<file path="config.mk">
export PLATFORM = sky130hd
export DESIGN_NAME = pmem_guard
export DESIGN_NICKNAME = d
export VERILOG_FILES = /design/src/rtl/pmg_pkg.sv /design/src/rtl/pmg_strap_capture.sv /design/src/rtl/pmg_policy.sv /design/src/rtl/pmg_response.sv /design/src/rtl/pmem_guard.sv
export SDC_FILE = /design/constraint.sdc
export NUM_CORES = 1
export LEC_CHECK = 0
export ABC_AREA = 1
export CELL_PAD_IN_SITES_DETAIL_PLACEMENT = 1
export CELL_PAD_IN_SITES_GLOBAL_PLACEMENT = 2
export CORE_MARGIN = 2
export CORE_UTILIZATION = 10
export CTS_CLUSTER_DIAMETER = 50
export DETAILED_ROUTE_END_ITERATION = 6
export HOLD_SLACK_MARGIN = 0.08
export MAX_ROUTING_LAYER = met4
export PLACE_DENSITY_LB_ADDON = 0.25
export SLEW_MARGIN = 20
export SYNTH_ARGS = -nofsm -noshare
export SYNTH_HDL_FRONTEND = slang
export SYNTH_SLANG_ARGS = --single-unit
</file>
<file path="constraint.sdc">
create_clock -name clk -period 2.3 [get_ports clk]
set_clock_uncertainty 0.05 [all_clocks]
set_input_delay 0.23 -clock clk [delete_from_list [all_inputs] [get_ports clk]]
set_output_delay 0.23 -clock clk [all_outputs]
set_load 0.05 [all_outputs]
</file>
<file path="src/rtl/pmg_pkg.sv">
package pmg_pkg;

  typedef enum logic [1:0] {
    KIND_OPCODE = 2'b00,
    KIND_TABLE  = 2'b01,
    KIND_IMMED  = 2'b10,
    KIND_OTHER  = 2'b11
  } acc_kind_e;

  typedef struct packed {
    logic to_rom;
    logic to_ext;
    logic refuse;
  } route_t;

endpackage

</file>
<file path="src/rtl/pmg_strap_capture.sv">
module pmg_strap_capture #(
  parameter int SYNC_STAGES = 2
) (
  input  logic clk,
  input  logic rst_n,
  input  logic strap_pin,
  output logic strap_q,
  output logic capture_open
);

  logic [SYNC_STAGES-1:0] rel_q;
  logic [SYNC_STAGES-1:0] rel_d;
  logic                   strap_d;

  always_comb begin
    rel_d = {rel_q[SYNC_STAGES-2:0], 1'b1};
  end

  always_ff @(posedge clk or negedge rst_n) begin
    if (!rst_n) rel_q <= '0;
    else        rel_q <= rel_d;
  end

  assign capture_open = ~rel_q[SYNC_STAGES-1];

  always_comb begin
    strap_d = strap_q;
    if (capture_open) strap_d = strap_pin;
  end

  always_ff @(posedge clk) begin
    strap_q <= strap_d;
  end

  p_strap_frozen_r1: assert property (@(posedge clk) disable iff (!rst_n)
    !capture_open |=> $stable(strap_q));

endmodule

</file>
<file path="src/rtl/pmg_policy.sv">
module pmg_policy
  import pmg_pkg::*;
#(
  parameter int ADDR_W    = 16,
  parameter int ROM_BYTES = 8192
) (
  input  logic              strap_q,
  input  logic              secure_cfg,
  input  logic              test_mode,
  input  logic              exec_from_ext,
  input  logic              req_valid,
  input  logic [1:0]        req_kind,
  input  logic [ADDR_W-1:0] req_addr,
  output route_t            route
);

  localparam int ROM_LIMIT_W = ADDR_W + 1;
  localparam logic [ROM_LIMIT_W-1:0] ROM_LIMIT = ROM_LIMIT_W'(ROM_BYTES);

  logic targets_rom;
  logic data_kind;
  logic tm_block;
  logic ext_block;
  logic kind_block;

  always_comb begin
    targets_rom = ~strap_q && ({1'b0, req_addr} < ROM_LIMIT);
    data_kind   = (req_kind == KIND_TABLE) || (req_kind == KIND_IMMED);
    kind_block  = (req_kind == KIND_OTHER);
    tm_block    = secure_cfg && test_mode && targets_rom;
    ext_block   = secure_cfg && exec_from_ext && data_kind && targets_rom;
    route.refuse = req_valid && (kind_block || tm_block || ext_block);
    route.to_rom = req_valid && !route.refuse && targets_rom;
    route.to_ext = req_valid && !route.refuse && !targets_rom;
  end

endmodule

</file>
<file path="src/rtl/pmg_response.sv">
module pmg_response #(
  parameter int DATA_W = 8
) (
  input  logic              clk,
  input  logic              rst_n,
  input  logic              refuse,
  input  logic [DATA_W-1:0] mem_rdata,
  output logic              data_mask,
  output logic              violation,
  output logic [DATA_W-1:0] cpu_rdata
);

  logic mask_q, mask_d;
  logic viol_q, viol_d;

  always_comb begin
    mask_d = refuse;
    viol_d = refuse;
  end

  always_ff @(posedge clk or negedge rst_n) begin
    if (!rst_n) begin
      mask_q <= 1'b0;
      viol_q <= 1'b0;
    end else begin
      mask_q <= mask_d;
      viol_q <= viol_d;
    end
  end

  assign data_mask = mask_q;
  assign violation = viol_q;
  assign cpu_rdata = mask_q ? '0 : mem_rdata;

  p_masked_zero_r7: assert property (@(posedge clk) disable iff (!rst_n)
    data_mask |-> (cpu_rdata == '0));

  p_pass_through_r8: assert property (@(posedge clk) disable iff (!rst_n)
    !data_mask |-> (cpu_rdata == mem_rdata));

endmodule

</file>
<file path="src/rtl/pmem_guard.sv">
module pmem_guard
  import pmg_pkg::*;
#(
  parameter int ADDR_W      = 16,
  parameter int DATA_W      = 8,
  parameter int ROM_BYTES   = 8192,
  parameter int SYNC_STAGES = 2
) (
  input  logic              clk,
  input  logic              rst_n,
  input  logic              ext_only_pin,
  input  logic              secure_cfg,
  input  logic              test_mode,
  input  logic              exec_from_ext,
  input  logic              req_valid,
  input  logic [1:0]        req_kind,
  input  logic [ADDR_W-1:0] req_addr,
  input  logic [DATA_W-1:0] mem_rdata,
  output logic              rom_sel,
  output logic              ext_sel,
  output logic              data_mask,
  output logic [DATA_W-1:0] cpu_rdata,
  output logic              violation
);

  logic   strap_q;
  logic   capture_open;
  route_t route;

  pmg_strap_capture #(.SYNC_STAGES(SYNC_STAGES)) u_capture (
    .clk          (clk),
    .rst_n        (rst_n),
    .strap_pin    (ext_only_pin),
    .strap_q      (strap_q),
    .capture_open (capture_open)
  );

  pmg_policy #(.ADDR_W(ADDR_W), .ROM_BYTES(ROM_BYTES)) u_policy (
    .strap_q       (strap_q),
    .secure_cfg    (secure_cfg),
    .test_mode     (test_mode),
    .exec_from_ext (exec_from_ext),
    .req_valid     (req_valid),
    .req_kind      (req_kind),
    .req_addr      (req_addr),
    .route         (route)
  );

  pmg_response #(.DATA_W(DATA_W)) u_resp (
    .clk       (clk),
    .rst_n     (rst_n),
    .refuse    (route.refuse),
    .mem_rdata (mem_rdata),
    .data_mask (data_mask),
    .violation (violation),
    .cpu_rdata (cpu_rdata)
  );

  assign rom_sel = route.to_rom;
  assign ext_sel = route.to_ext;

  p_test_no_rom_r4: assert property (@(posedge clk) disable iff (!rst_n)
    (secure_cfg && test_mode) |-> !rom_sel);

  p_ext_data_no_rom_r5: assert property (@(posedge clk) disable iff (!rst_n)
    (secure_cfg && exec_from_ext &&
     (req_kind == KIND_TABLE || req_kind == KIND_IMMED)) |-> !rom_sel);

  p_other_kind_r6: assert property (@(posedge clk) disable iff (!rst_n)
    (req_valid && req_kind == KIND_OTHER) |-> !(rom_sel || ext_sel));

  p_refusal_pulse_r7: assert property (@(posedge clk) disable iff (!rst_n)
    (req_valid && !rom_sel && !ext_sel) |=> (violation && data_mask));

  p_idle_quiet_r3: assert property (@(posedge clk) disable iff (!rst_n)
    !req_valid |-> $onehot0({rom_sel, ext_sel}) && !rom_sel && !ext_sel);

endmodule

</file>
---- Word level (Yosys, flattened, before mapping) ----
Index checks and enable logic that the tools add are counted.
storage, ports and cells
  logic and storage cells ................. 24
  bits of input ports ..................... 33
  output and inout port bits .............. 12
  bits in registers ....................... 4
cells by class
  bitwise logic cells ..................... 1
  reductions and logical operators ........ 15
  equal/unequal tests ..................... 3
  $lt $le $gt $ge ......................... 1
  muxes and demuxes ....................... 1
operator list
  kind                                                                             number
  16-bit by 14-bit less-than comparator with 1-bit output (second input constant)  1
  1-bit logical AND                                                                10
  8-bit 2-to-1 mux                                                                 1
  2-bit equality test (second input constant)                                      2
  1-bit logical OR                                                                 3
  2-bit by 1-bit equality test with 1-bit output (second input constant)           1
  1-bit logical NOT                                                                2
  1-bit inverter                                                                   1

---- Depth between registers and ports, before layout ----
  word-level depth ........................ 9
  mapped depth ............................ 7
  gate-level depth less buffers ........... 7

---- Cells and area by module ----
From an unflattened synthesis, not the netlist that was laid out.
second synthesis, totals
  cell total of the unflattened synthesis .. 42
  area, all modules ....................... 274.0 µm²
by module, submodules not included
  module             cells each  sequential area each (µm²)  area each (µm²)  times used
  pmg_response       19          25.0                        103.8            1
  pmg_strap_capture  5           80.1                        87.6             1
  pmg_policy         18          0.0                         82.6             1

---- Worst setup path before layout ----
OpenSTA, ideal clock, no wires.
  path type ............................... reg-to-output
  from .................................... register u_resp.mask_q (netlist: u_resp.data_mask)
  to ...................................... output port cpu_rdata[0]
  buffers on the path ..................... 1
  required time ........................... 2.020 ns
  data arrival time ....................... 1.461 ns
  setup slack ............................. 0.559 ns
  cell stages (with the launch flop) ...... 3
  cell sequence ........................... dfrtp_1 -> buf_2 -> nor2_1
on the way
  longest elaborated chain between the ends .. 1
ends and longest elaborated chain
  what                    RTL line            source
  from (decl)             pmg_response.sv:13  logic mask_q, mask_d;
  from (signal assigned)  pmg_response.sv:26  mask_q <= mask_d;
  8-bit 2-to-1 mux        pmg_response.sv:33  assign cpu_rdata = mask_q ? '0 : mem_rdata;
  to (decl)               pmem_guard.sv:22    output logic [DATA_W-1:0] cpu_rdata,
Every way passes these cells.

---- Worst setup path in the final report ----
Same ends and word-level chain as after synthesis.

==> results_dict.tcl <==
set metrics [dict create \
    outcome "finished clean" \
    footprint_of_the_multi_input_gates_um2 93.84 \
    netlist_instances 42 \
    grt-ovfl-total 0 \
    power.static_leakage_nw 0.3242 \
    cts_resized 0 \
    antenna_cells 0 \
    drt_pass_1_iters 2 \
    core_um2 2500 \
    die_h_um 55.75 \
    worst_hold_path_type "input pin to async pin" \
    layout_worst_path_cycle_share 0.8512 \
    worst-slew-pin-transition_ps 502.0 \
    yosys_warnings 0 \
    synthesis.area_um2 267.8 \
    max_stage_delay_ps 810 \
    synth_cell_type_count 12 \
    synth.avg_cell_area_um2 6.375 \
    placed_cells 101 \
    crit_buf_inv 1 \
    rr_startpoint "u_capture.strap_q$_DFFE_PN_" \
    gp_congestion 0.6776 \
    max_cap_viols 0 \
    p_seq_frac 0.269 \
    final.setup.tns_ps 0 \
    drt-total-wl_um 853 \
    maximum_number_of_pins_on_one_net_before_global_route_repair 11 \
    antenna_left 0 \
    first_global_vias 295 \
    category_of_the_most_critical_setup_path "register to output pin" \
    cts.htree.levels 1 \
    fmax_mhz 510.8 \
    timing.rr.end "u_resp.data_mask$_DFF_PN0_" \
    floorplan.io_pins 45 \
    total_number_of_vias 338 \
    routedWlPerCell_um 8.124 \
    final_hold_violations 0 \
    tritoncts "built" \
    yosysTopAreaCell "sky130_fd_sc_hd__dfrtp_1" \
    cp_max_fo 10 \
    start_util 0.1071 \
    global_route_wire_length_before_repair_um 1248 \
    viasPerCell 3.219 \
    synthesis.nets 76 \
    fraction_of_layout_instances_using_a_drive_strength_above_1 0.08000 \
    port-buffer-count 31 \
    timing.critical_path.to_type "output pin" \
    clock_insertion_delay_at_the_later_pin_of_the_skew_report_ps 230 \
    power-per-cell-area_nw_per_um2 465.5 \
    net-switching-power_w 0.00009986 \
    initialDrtViolationCount 6 \
    grt_antenna_before_repair 0 \
    power.ir.vdd_worst_mv 0.2976 \
    synth_seq_area_share 0.3925 \
    cts_max_path_buffers 2 \
    regToRegSetupSlack_ps 1400 \
    die-width_um 55.75 \
    rr_worst_depth 5 \
    hold_buffers 0 \
    min_period_ps 1958 \
    cp_data_arrival_time_ps 1680 \
    pwr-share-clk 0.333 \
    post_synth_main_area_contributors "sky130_fd_sc_hd__dfrtp_1 (28%), sky130_fd_sc_hd__inv_1 (21%), sky130_fd_sc_hd__nor2_1 (17%), sky130_fd_sc_hd__edfxtp_1 (11%), sky130_fd_sc_hd__nand2_1 (5.6%)" \
    number_of_standard_cells_in_the_final_layout_excluding_fillers 105 \
    grt_use_total 0.05255 \
    slew-limit-headroom 0.6643 \
    number_of_cts_inserted_buffers 3 \
    timing_max_transition_violations_final 0 \
    switching_share 0.3368 \
    power_report.internal_total_w 0.0001966 \
    critical_path.top_delay_family "buffers and inverters" \
    finalSetupViolCount 0 \
    unrepaired_setup_endpoints_after_global_routing "no" \
    crit_path_cells "nor2_1, clkdlybuf4s50_1" \
    clockRootBuffer "sky130_fd_sc_hd__clkbuf_4" \
    area_growth_syn_to_layout_pct 137.9 \
    power.combinational.fraction 0.398 \
    hpwlAfterDp_um 731.6 \
    slowest_stage "sky130_fd_sc_hd__clkdlybuf4s50_1" \
    synth_top_area_share 0.2804 \
    route.detailed.drc 0 \
    place_area_um2 610.6 \
    worstSetupStartpointType "register" \
    layout.nets 110 \
    post-cts-setup-buffer-count 0 \
    std_cell_rows 18 \
    final-seq-area_um2 105.1 \
    clk_pin_slew_worst_paths_ps 40 \
    design_power_total_w 0.0002965 \
    area_of_the_die_um2 3108 \
    worst_ep_required_time_ps 2020 \
    fillers 300 \
    cts.sinks 4 \
    final_design_utilization 0.2548 \
    area_of_all_placed_cells_without_fillers_um2 636.9 \
    synth.ff_latch_count 4 \
]
-- cells in the mapped netlist --
master and number:
sky130_fd_sc_hd__inv_1 15, sky130_fd_sc_hd__nor2_1 12, sky130_fd_sc_hd__nand2_1 4, sky130_fd_sc_hd__dfrtp_1 3
sky130_fd_sc_hd__buf_2 1, sky130_fd_sc_hd__buf_4 1, sky130_fd_sc_hd__conb_1 1, sky130_fd_sc_hd__edfxtp_1 1
sky130_fd_sc_hd__ha_1 1, sky130_fd_sc_hd__nand3_1 1, sky130_fd_sc_hd__nand4_1 1, sky130_fd_sc_hd__nor2_2 1
-- cell families (layout without fill, tap and decap cells) --
kind of cell | count (synthesis) | count (layout) | synth area share
flops | 4 | 4 | 0.3925
fa+ha+maj | 1 | 1 | 0.04672
other cells | 1 | 1 | 0.01401
simple gates | 19 | 19 | 0.2897
buf+inv | 17 | 50 | 0.2570
-- per-layer routing --
metal  up-vias  track usage  routed length, µm
li1        177            -                  -
met4         0      0.01045                  0
met2        25      0.07483                350
met1       136      0.05618                338
met3         0      0.04419                164
met5         -            -                  0
-- flip-flops by register name, summed over array words and instances, names as in the netlist --
signal,flops
u_resp.data_mask,1
u_capture.strap_q,1
u_capture.rel_q,2
-- cells in the final DEF (no fill, tap or decap) --
cell	n
sky130_fd_sc_hd__edfxtp_1	1
sky130_fd_sc_hd__buf_12	1
sky130_fd_sc_hd__nor2_2	1
sky130_fd_sc_hd__clkbuf_1	1
sky130_fd_sc_hd__nand2_1	4
sky130_fd_sc_hd__ha_1	1
sky130_fd_sc_hd__buf_4	1
sky130_fd_sc_hd__clkdlybuf4s50_1	29
sky130_fd_sc_hd__nor2_1	12
sky130_fd_sc_hd__conb_1	1
sky130_fd_sc_hd__clkbuf_4	3
sky130_fd_sc_hd__dfrtp_1	3
sky130_fd_sc_hd__inv_1	15
sky130_fd_sc_hd__nand3_1	1
sky130_fd_sc_hd__nand4_1	1
-- worst max-delay path by stage --
stage	from	to	cells past startpoint
floorplan	u_resp.data_mask$_DFF_PN0_	cpu_rdata[0]	2
global placement	mem_rdata[2]	cpu_rdata[2]	4
detailed placement	mem_rdata[4]	cpu_rdata[4]	4
CTS	u_resp.data_mask$_DFF_PN0_	cpu_rdata[0]	2
global route	u_resp.data_mask$_DFF_PN0_	cpu_rdata[5]	2
finish	u_resp.data_mask$_DFF_PN0_	cpu_rdata[0]	2
-- layout make-up --
class	count	share of cell area
sequential	4	0.1650
multi-input combinational	21	0.1473
timing repair buffer	31	0.4990
tap	30	0.05894
clock buffer	4	0.04126
inverter	15	0.08841
-- stage by stage --
step,hold WS [ps],worst slack (ps)
2_1_floorplan,-115.6,558.7
3_3_place_gp,283.8,416.8
3_5_place_dp,293.4,405.6
6_report,119.9,342.2
4_1_cts,119.4,302.9
5_1_grt,121.8,252.2
-- power by group through the flow --
stage	Clock, W	Sequential, W	Combinational [W]
6_report	0.0000987	0.0000797	0.000118
3_3_place_gp	0	0.0000809	0.000118
2_1_floorplan	0	0.0000816	0.0000599
4_1_cts	0.000102	0.0000801	0.000120
5_1_grt	0.000106	0.0000802	0.000124
3_5_place_dp	0	0.0000812	0.000119
Note: power is estimated with default switching activity, not from simulation.
